$ cat config.mk
export PLATFORM = sky130hd
export DESIGN_NAME = irq_vector_unit
export DESIGN_NICKNAME = d
export VERILOG_FILES = /design/src/rtl/irqv_pkg.sv /design/src/rtl/irqv_edge_latch.sv /design/src/rtl/irqv_mask_regs.sv /design/src/rtl/irqv_prio.sv /design/src/rtl/irqv_swrst.sv /design/src/rtl/irq_vector_unit.sv
export SDC_FILE = /design/constraint.sdc
export NUM_CORES = 1
export LEC_CHECK = 0
export ABC_CLOCK_PERIOD_IN_PS = 1000
export BUFFER_PORTS_ARGS = -buffer_cell sky130_fd_sc_hd__buf_4
export CAP_MARGIN = 20
export CELL_PAD_IN_SITES_DETAIL_PLACEMENT = 1
export CELL_PAD_IN_SITES_GLOBAL_PLACEMENT = 1
export CORE_MARGIN = 8
export CORE_UTILIZATION = 27
export CTS_CLUSTER_SIZE = 20
export DETAILED_ROUTE_END_ITERATION = 8
export HOLD_SLACK_MARGIN = 0.08
export PLACE_DENSITY = 0.79
export SLEW_MARGIN = 30
export SYNTH_ARGS = -nofsm -noshare
export SYNTH_HDL_FRONTEND = slang
export SYNTH_SLANG_ARGS = --single-unit
$ cat constraint.sdc
create_clock -name clk -period 1 [get_ports clk]
set_clock_uncertainty 0.05 [all_clocks]
set_input_delay 0.05 -clock clk [delete_from_list [all_inputs] [get_ports clk]]
set_output_delay 0.05 -clock clk [all_outputs]
set_load 0.05 [all_outputs]
$ cat src/rtl/irqv_pkg.sv
package irqv_pkg;

  localparam int NSRC = 4;

  // source index doubles as priority rank: higher index wins
  typedef enum logic [1:0] {
    SRC_L55 = 2'd0,
    SRC_L65 = 2'd1,
    SRC_L75 = 2'd2,
    SRC_NMI = 2'd3
  } irq_src_e;

  // restart slot numbers; address = slot*step + step/2
  localparam int NMI_SLOT = 4;
  localparam int L55_SLOT = 5;

  // mask-write byte fields
  localparam int WB_SOD   = 7;
  localparam int WB_SOE   = 6;
  localparam int WB_CLR75 = 4;
  localparam int WB_MSE   = 3;

endpackage

$ cat src/rtl/irqv_edge_latch.sv
module irqv_edge_latch #(
  parameter int W = 2
) (
  input  logic         clk,
  input  logic         rst,
  input  logic [W-1:0] req,
  input  logic [W-1:0] clr,
  output logic [W-1:0] pend
);

  logic [W-1:0] req_q;

  for (genvar g = 0; g < W; g++) begin : g_bit
    always_ff @(posedge clk) begin
      if (rst) begin
        req_q[g] <= 1'b0;
        pend[g]  <= 1'b0;
      end else begin
        req_q[g] <= req[g];
        if (req[g] && !req_q[g])
          pend[g] <= 1'b1;
        else if (clr[g])
          pend[g] <= 1'b0;
      end
    end

    // a fresh rising edge always leaves the latch set
    assert_edge_sets_R9: assert property (@(posedge clk) disable iff (rst)
      (req[g] && !req_q[g]) |=> pend[g]);
  end

endmodule

$ cat src/rtl/irqv_mask_regs.sv
module irqv_mask_regs
  import irqv_pkg::*;
(
  input  logic       clk,
  input  logic       rst,
  input  logic       cmd_ei,
  input  logic       cmd_di,
  input  logic       cmd_wmask,
  input  logic       cmd_rmask,
  input  logic [7:0] wdata,
  input  logic       accept,
  input  logic       ser_in,
  input  logic       pend_l75,
  input  logic       lvl_l65,
  input  logic       lvl_l55,
  output logic       ien,
  output logic [2:0] mask,
  output logic       ser_out,
  output logic       clr_l75,
  output logic [7:0] rdata
);

  logic wdata_unused;
  assign wdata_unused = wdata[5];

  assign clr_l75 = cmd_wmask && wdata[WB_CLR75];

  always_ff @(posedge clk) begin
    if (rst) begin
      ien     <= 1'b0;
      mask    <= 3'b111;
      ser_out <= 1'b0;
      rdata   <= 8'h00;
    end else begin
      if (accept)
        ien <= 1'b0;
      else if (cmd_di)
        ien <= 1'b0;
      else if (cmd_ei)
        ien <= 1'b1;

      if (cmd_wmask && wdata[WB_MSE])
        mask <= wdata[2:0];
      if (cmd_wmask && wdata[WB_SOE])
        ser_out <= wdata[WB_SOD];

      if (cmd_rmask)
        rdata <= {ser_in, pend_l75, lvl_l65, lvl_l55, ien, mask};
    end
  end

  assert_di_clears_R2: assert property (@(posedge clk) disable iff (rst)
    cmd_di |=> !ien);

  assert_accept_drops_ien_R10: assert property (@(posedge clk) disable iff (rst)
    accept |=> !ien);

  assert_mask_hold_R3: assert property (@(posedge clk) disable iff (rst)
    (cmd_wmask && !wdata[WB_MSE]) |=> $stable(mask));

  assert_ser_hold_R4: assert property (@(posedge clk) disable iff (rst)
    (!(cmd_wmask && wdata[WB_SOE])) |=> $stable(ser_out));

endmodule

$ cat src/rtl/irqv_prio.sv
module irqv_prio
  import irqv_pkg::*;
#(
  parameter int VEC_W    = 16,
  parameter int RST_STEP = 8
) (
  input  logic             clk,
  input  logic             rst,
  input  logic             ien,
  input  logic [2:0]       mask,
  input  logic             pend_nmi,
  input  logic             pend_l75,
  input  logic             lvl_l65,
  input  logic             lvl_l55,
  output logic [NSRC-1:0]  grant,
  output logic             accept,
  output logic             hw_ack,
  output logic [VEC_W-1:0] hw_vec
);

  localparam int HALF = RST_STEP / 2;

  logic [NSRC-1:0]  hit;
  logic [VEC_W-1:0] vtab [NSRC];
  logic [VEC_W-1:0] vec_nxt;
  logic             taken;

  assign hit[SRC_NMI] = pend_nmi;
  assign hit[SRC_L75] = ien && !mask[2] && pend_l75;
  assign hit[SRC_L65] = ien && !mask[1] && lvl_l65;
  assign hit[SRC_L55] = ien && !mask[0] && lvl_l55;

  for (genvar g = 0; g < NSRC; g++) begin : g_vt
    localparam int SLOT = (g == NSRC - 1) ? NMI_SLOT : g + L55_SLOT;
    assign vtab[g] = VEC_W'(SLOT * RST_STEP + HALF);
  end

  always_comb begin
    grant = '0;
    taken = 1'b0;
    for (int i = NSRC - 1; i >= 0; i--) begin
      if (hit[i] && !taken) begin
        grant[i] = 1'b1;
        taken    = 1'b1;
      end
    end
  end

  always_comb begin
    vec_nxt = '0;
    for (int i = 0; i < NSRC; i++)
      if (grant[i]) vec_nxt = vtab[i];
  end

  assign accept = |hit;

  always_ff @(posedge clk) begin
    if (rst) begin
      hw_ack <= 1'b0;
      hw_vec <= '0;
    end else begin
      hw_ack <= accept;
      if (accept)
        hw_vec <= vec_nxt;
    end
  end

  assert_nmi_first_R7: assert property (@(posedge clk) disable iff (rst)
    pend_nmi |=> (hw_ack && hw_vec == vtab[SRC_NMI]));

  assert_masked_level_silent_R8: assert property (@(posedge clk) disable iff (rst)
    (!ien && !pend_nmi) |=> !hw_ack);

endmodule

$ cat src/rtl/irqv_swrst.sv
module irqv_swrst #(
  parameter int VEC_W    = 16,
  parameter int RST_STEP = 8,
  parameter int NUM_W    = 3
) (
  input  logic             clk,
  input  logic             rst,
  input  logic             cmd,
  input  logic [NUM_W-1:0] num,
  output logic             sw_vld,
  output logic [VEC_W-1:0] sw_vec
);

  always_ff @(posedge clk) begin
    if (rst) begin
      sw_vld <= 1'b0;
      sw_vec <= '0;
    end else begin
      sw_vld <= cmd;
      if (cmd)
        sw_vec <= VEC_W'(int'(num) * RST_STEP);
    end
  end

  assert_sw_vec_R11: assert property (@(posedge clk) disable iff (rst)
    cmd |=> (sw_vld && sw_vec == VEC_W'(int'($past(num)) * RST_STEP)));

endmodule

$ cat src/rtl/irq_vector_unit.sv
module irq_vector_unit
  import irqv_pkg::*;
#(
  parameter int VEC_W    = 16,
  parameter int RST_STEP = 8,
  parameter int NUM_W    = 3
) (
  input  logic             clk,
  input  logic             rst,
  input  logic             req_nmi,
  input  logic             req_l75,
  input  logic             req_l65,
  input  logic             req_l55,
  input  logic             cmd_ei,
  input  logic             cmd_di,
  input  logic             cmd_wmask,
  input  logic             cmd_rmask,
  input  logic             cmd_halt,
  input  logic             cmd_swrst,
  input  logic [NUM_W-1:0] swrst_num,
  input  logic [7:0]       wdata,
  input  logic             ser_in,
  output logic [7:0]       rdata,
  output logic             ser_out,
  output logic             hw_ack,
  output logic [VEC_W-1:0] hw_vec,
  output logic             sw_vld,
  output logic [VEC_W-1:0] sw_vec,
  output logic             halted
);

  logic [NSRC-1:0] grant;
  logic            accept;
  logic            ien;
  logic [2:0]      mask;
  logic            clr_l75;
  logic [1:0]      pend;   // [1] non-maskable, [0] level 7.5

  irqv_edge_latch #(.W(2)) u_edge (
    .clk  (clk),
    .rst  (rst),
    .req  ({req_nmi, req_l75}),
    .clr  ({grant[SRC_NMI], grant[SRC_L75] | clr_l75}),
    .pend (pend)
  );

  irqv_mask_regs u_regs (
    .clk       (clk),
    .rst       (rst),
    .cmd_ei    (cmd_ei),
    .cmd_di    (cmd_di),
    .cmd_wmask (cmd_wmask),
    .cmd_rmask (cmd_rmask),
    .wdata     (wdata),
    .accept    (accept),
    .ser_in    (ser_in),
    .pend_l75  (pend[0]),
    .lvl_l65   (req_l65),
    .lvl_l55   (req_l55),
    .ien       (ien),
    .mask      (mask),
    .ser_out   (ser_out),
    .clr_l75   (clr_l75),
    .rdata     (rdata)
  );

  irqv_prio #(.VEC_W(VEC_W), .RST_STEP(RST_STEP)) u_prio (
    .clk      (clk),
    .rst      (rst),
    .ien      (ien),
    .mask     (mask),
    .pend_nmi (pend[1]),
    .pend_l75 (pend[0]),
    .lvl_l65  (req_l65),
    .lvl_l55  (req_l55),
    .grant    (grant),
    .accept   (accept),
    .hw_ack   (hw_ack),
    .hw_vec   (hw_vec)
  );

  irqv_swrst #(.VEC_W(VEC_W), .RST_STEP(RST_STEP), .NUM_W(NUM_W)) u_sw (
    .clk    (clk),
    .rst    (rst),
    .cmd    (cmd_swrst),
    .num    (swrst_num),
    .sw_vld (sw_vld),
    .sw_vec (sw_vec)
  );

  // halt latch: an accepted interrupt outranks a new halt strobe
  always_ff @(posedge clk) begin
    if (rst)
      halted <= 1'b0;
    else if (accept)
      halted <= 1'b0;
    else if (cmd_halt)
      halted <= 1'b1;
  end

  assert_ack_releases_halt_R12: assert property (@(posedge clk) disable iff (rst)
    hw_ack |-> !halted);

  assert_halt_sets_R12: assert property (@(posedge clk) disable iff (rst)
    (cmd_halt && !accept) |=> halted);

endmodule

# Word-level counts from Yosys, hierarchy flattened
# Cells that the tools add are included.
# word_totals
register_bits	39
out_inout_bits	44
elab_cells	55
# op_classes
muxes	14
bitwise_logic	1
n_reduce_logical	27
# ops
operator	count
6-bit 2-to-1 mux	4
1-bit logical AND	14
1-bit 2-to-1 mux	10
1-bit logical NOT	8
6-bit OR reduction	1
5-bit OR reduction	1
2-bit nonzero test	2
4-bit OR reduction	1
1-bit OR	1

# Longest topological paths before layout
# depth
word_depth	15
depth_mapped	4
ltp_nobuf	3

# By module
# A second synthesis with hierarchy kept.
# unflattened
hier_cells	122
area_unflattened_um2	1171.1
# modules_own_cells
mod	instances	cells_each	area_per_inst_um2
irqv_mask_regs	1	44	471.7
irqv_prio	1	37	307.8
irqv_swrst	1	25	229.0
irqv_edge_latch	1	12	127.6
irq_vector_unit	1	4	35.0

# Least setup slack after synthesis
# Ideal clock, no wire load.
# synth_path
path_type	register to output
start	register, netlist name u_prio.hw_vec[2]
end	output hw_vec[5]
arrival_ns	0.914
t_required_ns	0.900
path_slack_ns	-0.014
stages_incl_launch_ff	2
path_buffers	1
cell_sequence	dfxtp_1 -> buf_4
# synth_rtl
item	line_no	source
end, declared	irq_vector_unit.sv:26	output logic [VEC_W-1:0] hw_vec,

# Worst setup path in the final report
# layout_path
start	register u_regs.mask[2]
end	register u_edge.pend[0]
# layout_via
elab_chain_cells	7
# layout_rtl
item	line_no	source
start, declared	irqv_mask_regs.sv:17	output logic [2:0] mask,
start signal, assigned	irqv_mask_regs.sv:43	mask <= wdata[2:0];
1-bit logical NOT	irqv_prio.sv:29	assign hit[SRC_L75] = ien && !mask[2] && pend_l75;
1-bit logical AND (2 in a row)	irqv_prio.sv:29	
1-bit logical AND	irqv_prio.sv:42	if (hit[i] && !taken) begin
1-bit 2-to-1 mux	irqv_prio.sv:42	
1-bit OR	irq_vector_unit.sv:43	.clr ({grant[SRC_NMI], grant[SRC_L75] | clr_l75}),
2-bit nonzero test (no source line)	n/a	
end signal, assigned by index	irqv_edge_latch.sv:17	pend[g] <= 1'b0;
end signal, assigned by index	irqv_edge_latch.sv:21	pend[g] <= 1'b1;
end signal, assigned by index	irqv_edge_latch.sv:23	pend[g] <= 1'b0;
end, declared	irqv_edge_latch.sv:8	output logic [W-1:0] pend
# No other way between the ends.
# A chain may end at the register's enable or synchronous reset.

==> impl_metrics.py <==
metrics = {
    "floorplanning": {
        "design.core.area_um2": 4000,
        "dieHeight_um": 80.6,
        "rows": 23,
        "initial_core_util": 0.282,
        "ios": 68,
        "die_w_um": 80.6,
        "dieArea_um2": 6500,
    },
    "global_route": {
        "grt_pass1_vias": 1057,
        "grt_max_degree": 19,
        "antenna_found_initial": 0,
        "grt_pass1_wl_mm": 5.21,
        "overflow": 0,
        "groute.usage.overall": 0.103,
    },
    "sta": {
        "clock.fmax_ghz": 0.958,
        "hold_viol_final": 0,
        "fin_crit_sh": 1.04,
        "hold_ws_ns": 0.0414,
        "rsz0062_at_grt": "yes",
        "slew_violations": 0,
        "min_period_ns": 1.04,
        "finalSetupViolCount": 2,
        "layout_setup_ws_ns": -0.0440,
    },
    "synth": {
        "synth_seq_cells": 26,
        "synth_top_family_by_area": "buffers and inverters",
        "ys_types": 23,
        "synthCells": 120,
        "yosysSeqAreaShare": 0.462,
        "synth_area_leaders": "dfxtp_1 (46%), buf_4 (17%), mux2i_1 (9.8%)",
        "syn_area_um2": 1130,
        "yosysTopAreaCell": "dfxtp_1",
        "synth-simple-area-share": 0.180,
        "synthXorXnorAreaFrac": 0,
        "ys_warn_count": 0,
        "synth_flop_cell": "dfxtp_1",
        "yosys.area_share.adder": 0,
        "synthMuxAreaShare": 0.0977,
        "postSynthAreaPerCell_um2": 9.39,
        "synth_edf_count": 0,
        "yosys-top-cells-count": "buf_4 (26), dfxtp_1 (26), nor2_1 (15), mux2i_1 (11), nand2_1 (10)",
        "synth_top_cell_area_share": 0.462,
        "synth_compound_area_frac": 0.0610,
        "ys_async_sr_fraction": 0,
    },
    "setup_path": {
        "crit_chain": "nand3b_1 -> o2111ai_2 -> o21ai_1",
        "end_kind": "register",
        "cp_num_buf_inv": 0,
        "cpLargestDelayFamily": "flip-flops",
        "rr_endpoint": "u_edge.pend[0]",
        "worstSetupPathType": "reg2reg",
        "cp_max_fo": 3,
        "start_kind": "register",
        "crit_arrival_ns": 1.16,
        "critPathMaxStageDelay_ns": 0.35,
        "ff2ff_path_depth": 3,
        "reg2reg_slack_ns": -0.04,
        "cp_data_required_time_ns": 1.12,
        "crit_start": "u_regs.mask[2]",
        "cpMaxStageDelayCell": "dfxtp_4",
        "r2r_start": "u_regs.mask[2]",
    },
    "status": {
        "status": "finished with violations",
        "violations": "negative setup slack",
    },
    "detailed_routing": {
        "vias": 971,
        "wl_per_cell_um": 14.3,
        "via_per_inst": 4.13,
        "drc": 0,
        "drtIter0Drc": 20,
        "totalWireLength_mm": 3.36,
        "dr.pass1.iters": 2,
        "ant_nets": 0,
    },
    "clock_tree": {
        "clk_path_buf_depth": 2,
        "h-tree-depth": 1,
        "insertion_delay_ns": 0.27,
        "root_buffer": "clkbuf_8",
        "cts_num_sinks": 26,
        "cts_buffers": 3,
        "cts_tree": "yes",
        "cts.reportedPaths.clkPinSlew_ns": 0.09,
        "hold_buffers": 19,
    },
    "pwr": {
        "irDropWorstVdd_mv": 0.563,
        "p_leak_nw": 0.866,
        "power.density_nw_per_um2": 1590,
    },
    "worst_hold_path": {
        "worstHoldEndpoint": "u_prio.hw_ack",
        "hp-class": "in2reg",
        "hp-start": "rst",
        "worst_hold_path.num_cells": 2,
    },
    "placed_design": {
        "hpwlAfterDp_mm": 2.34,
        "io_buffer_count": 41,
        "place_inst": 209,
        "place_congestion": 0.659,
    },
    "final_layout": {
        "syn_to_final_growth_pct": 53.1,
        "layout-drive-gt1-share": 0.335,
        "nets": 210,
        "num_antenna_cells": 0,
        "final_cells": 235,
    },
    "run": {
        "maxCapViolations": 0,
    },
}
[repair_timing]
item / 4_1_cts / 5_1_grt
pin swaps: 0 / 4
setup buffers: 0 / 3
hold endpoints to repair: 23 / 11
gates resized for setup: 4 / 7
setup endpoints to repair: 5 / 6
[where the power goes]
part / internal [mW] / leakage [nW] / switching [mW]
clock: 0.536 / 0.0357 / 0.344
combinational: 0.236 / 0.614 / 0.494
sequential: 1.10 / 0.216 / 0.0410
total: 1.87 / 0.866 / 0.879
[layout by cell type (no fill, tap or decap), drive strengths merged, types with 2 or more instances in the layout]
cell,instances
a31oi,2
mux2i,11
conb,25
clkbuf,3
inv,3
dlygate4sd3,19
nor2,15
dfxtp,26
nor2b,5
nand3,8
nand2,10
nand3b,2
buf,47
o21ai,2
[registers in the layout, indices dropped and copies added, names as in the netlist]
signal and count:
halted 1, u_edge.pend 2, u_edge.req_q 2, u_prio.hw_ack 1, u_prio.hw_vec 3, u_regs.ien 1, u_regs.mask 3, u_regs.rdata 8
u_regs.ser_out 1, u_sw.sw_vec 3, u_sw.sw_vld 1
[cells by family (layout without fill, tap and decap cells)]
group | count (synthesis) | after routing
other | 1 | 25
muxes | 11 | 11
DFF | 26 | 26
and+or+nand+nor | 41 | 41
AOI/OAI and AO/OA | 9 | 9
buffers and inverters | 32 | 73
[stage by stage]
step / area (um2) / setup TNS (ns) / power, mW / worst slack (ns) / utilization
after floorplan: 1220 / 0 / 1.70 / 0.0355 / -
after global placement: 1400 / 0 / 1.79 / 0.0184 / 0.350
after detailed placement: 1400 / -0.106 / 1.81 / -0.0855 / 0.350
after CTS: 1680 / -0.0327 / 2.74 / -0.0256 / 0.419
after global routing: 1730 / -0.166 / 2.86 / -0.0929 / 0.431
final: 1730 / -0.0578 / 2.75 / -0.0440 / 0.431
[routing by layer]
metal  global-route usage  routed length (um)  up-vias
met1                0.106                1320      447
li1                     -                   -      473
met3               0.0268                 247        7
met4               0.0491                  80        0
met5                    0                   0        -
met2                0.186                1710       44
[worst max-delay path by stage]
| stage | endpoint | slack (ns) | depth (start not counted) |
|---|---|---|---|
| floorplan | halted | 0.04 | 1 |
| global placement | u_edge.pend[0] | 0.02 | 3 |
| detailed placement | u_edge.pend[0] | -0.09 | 3 |
| CTS | u_edge.pend[0] | -0.03 | 3 |
| global route | u_edge.pend[0] | -0.09 | 3 |
| finish | u_edge.pend[0] | -0.04 | 3 |
[final cells by class]
cell class / instances / area (um2)
Clock buffer: 3 / 41.3
Fill cell: 465 / 2270
Clock inverter: 1 / 30.0
Inverter: 3 / 11.3
Sequential cell: 26 / 532
Tap cell: 50 / 62.6
Timing Repair Buffer: 66 / 543
Multi-Input combinational cell: 86 / 505
(Power assumes the default switching activity.)
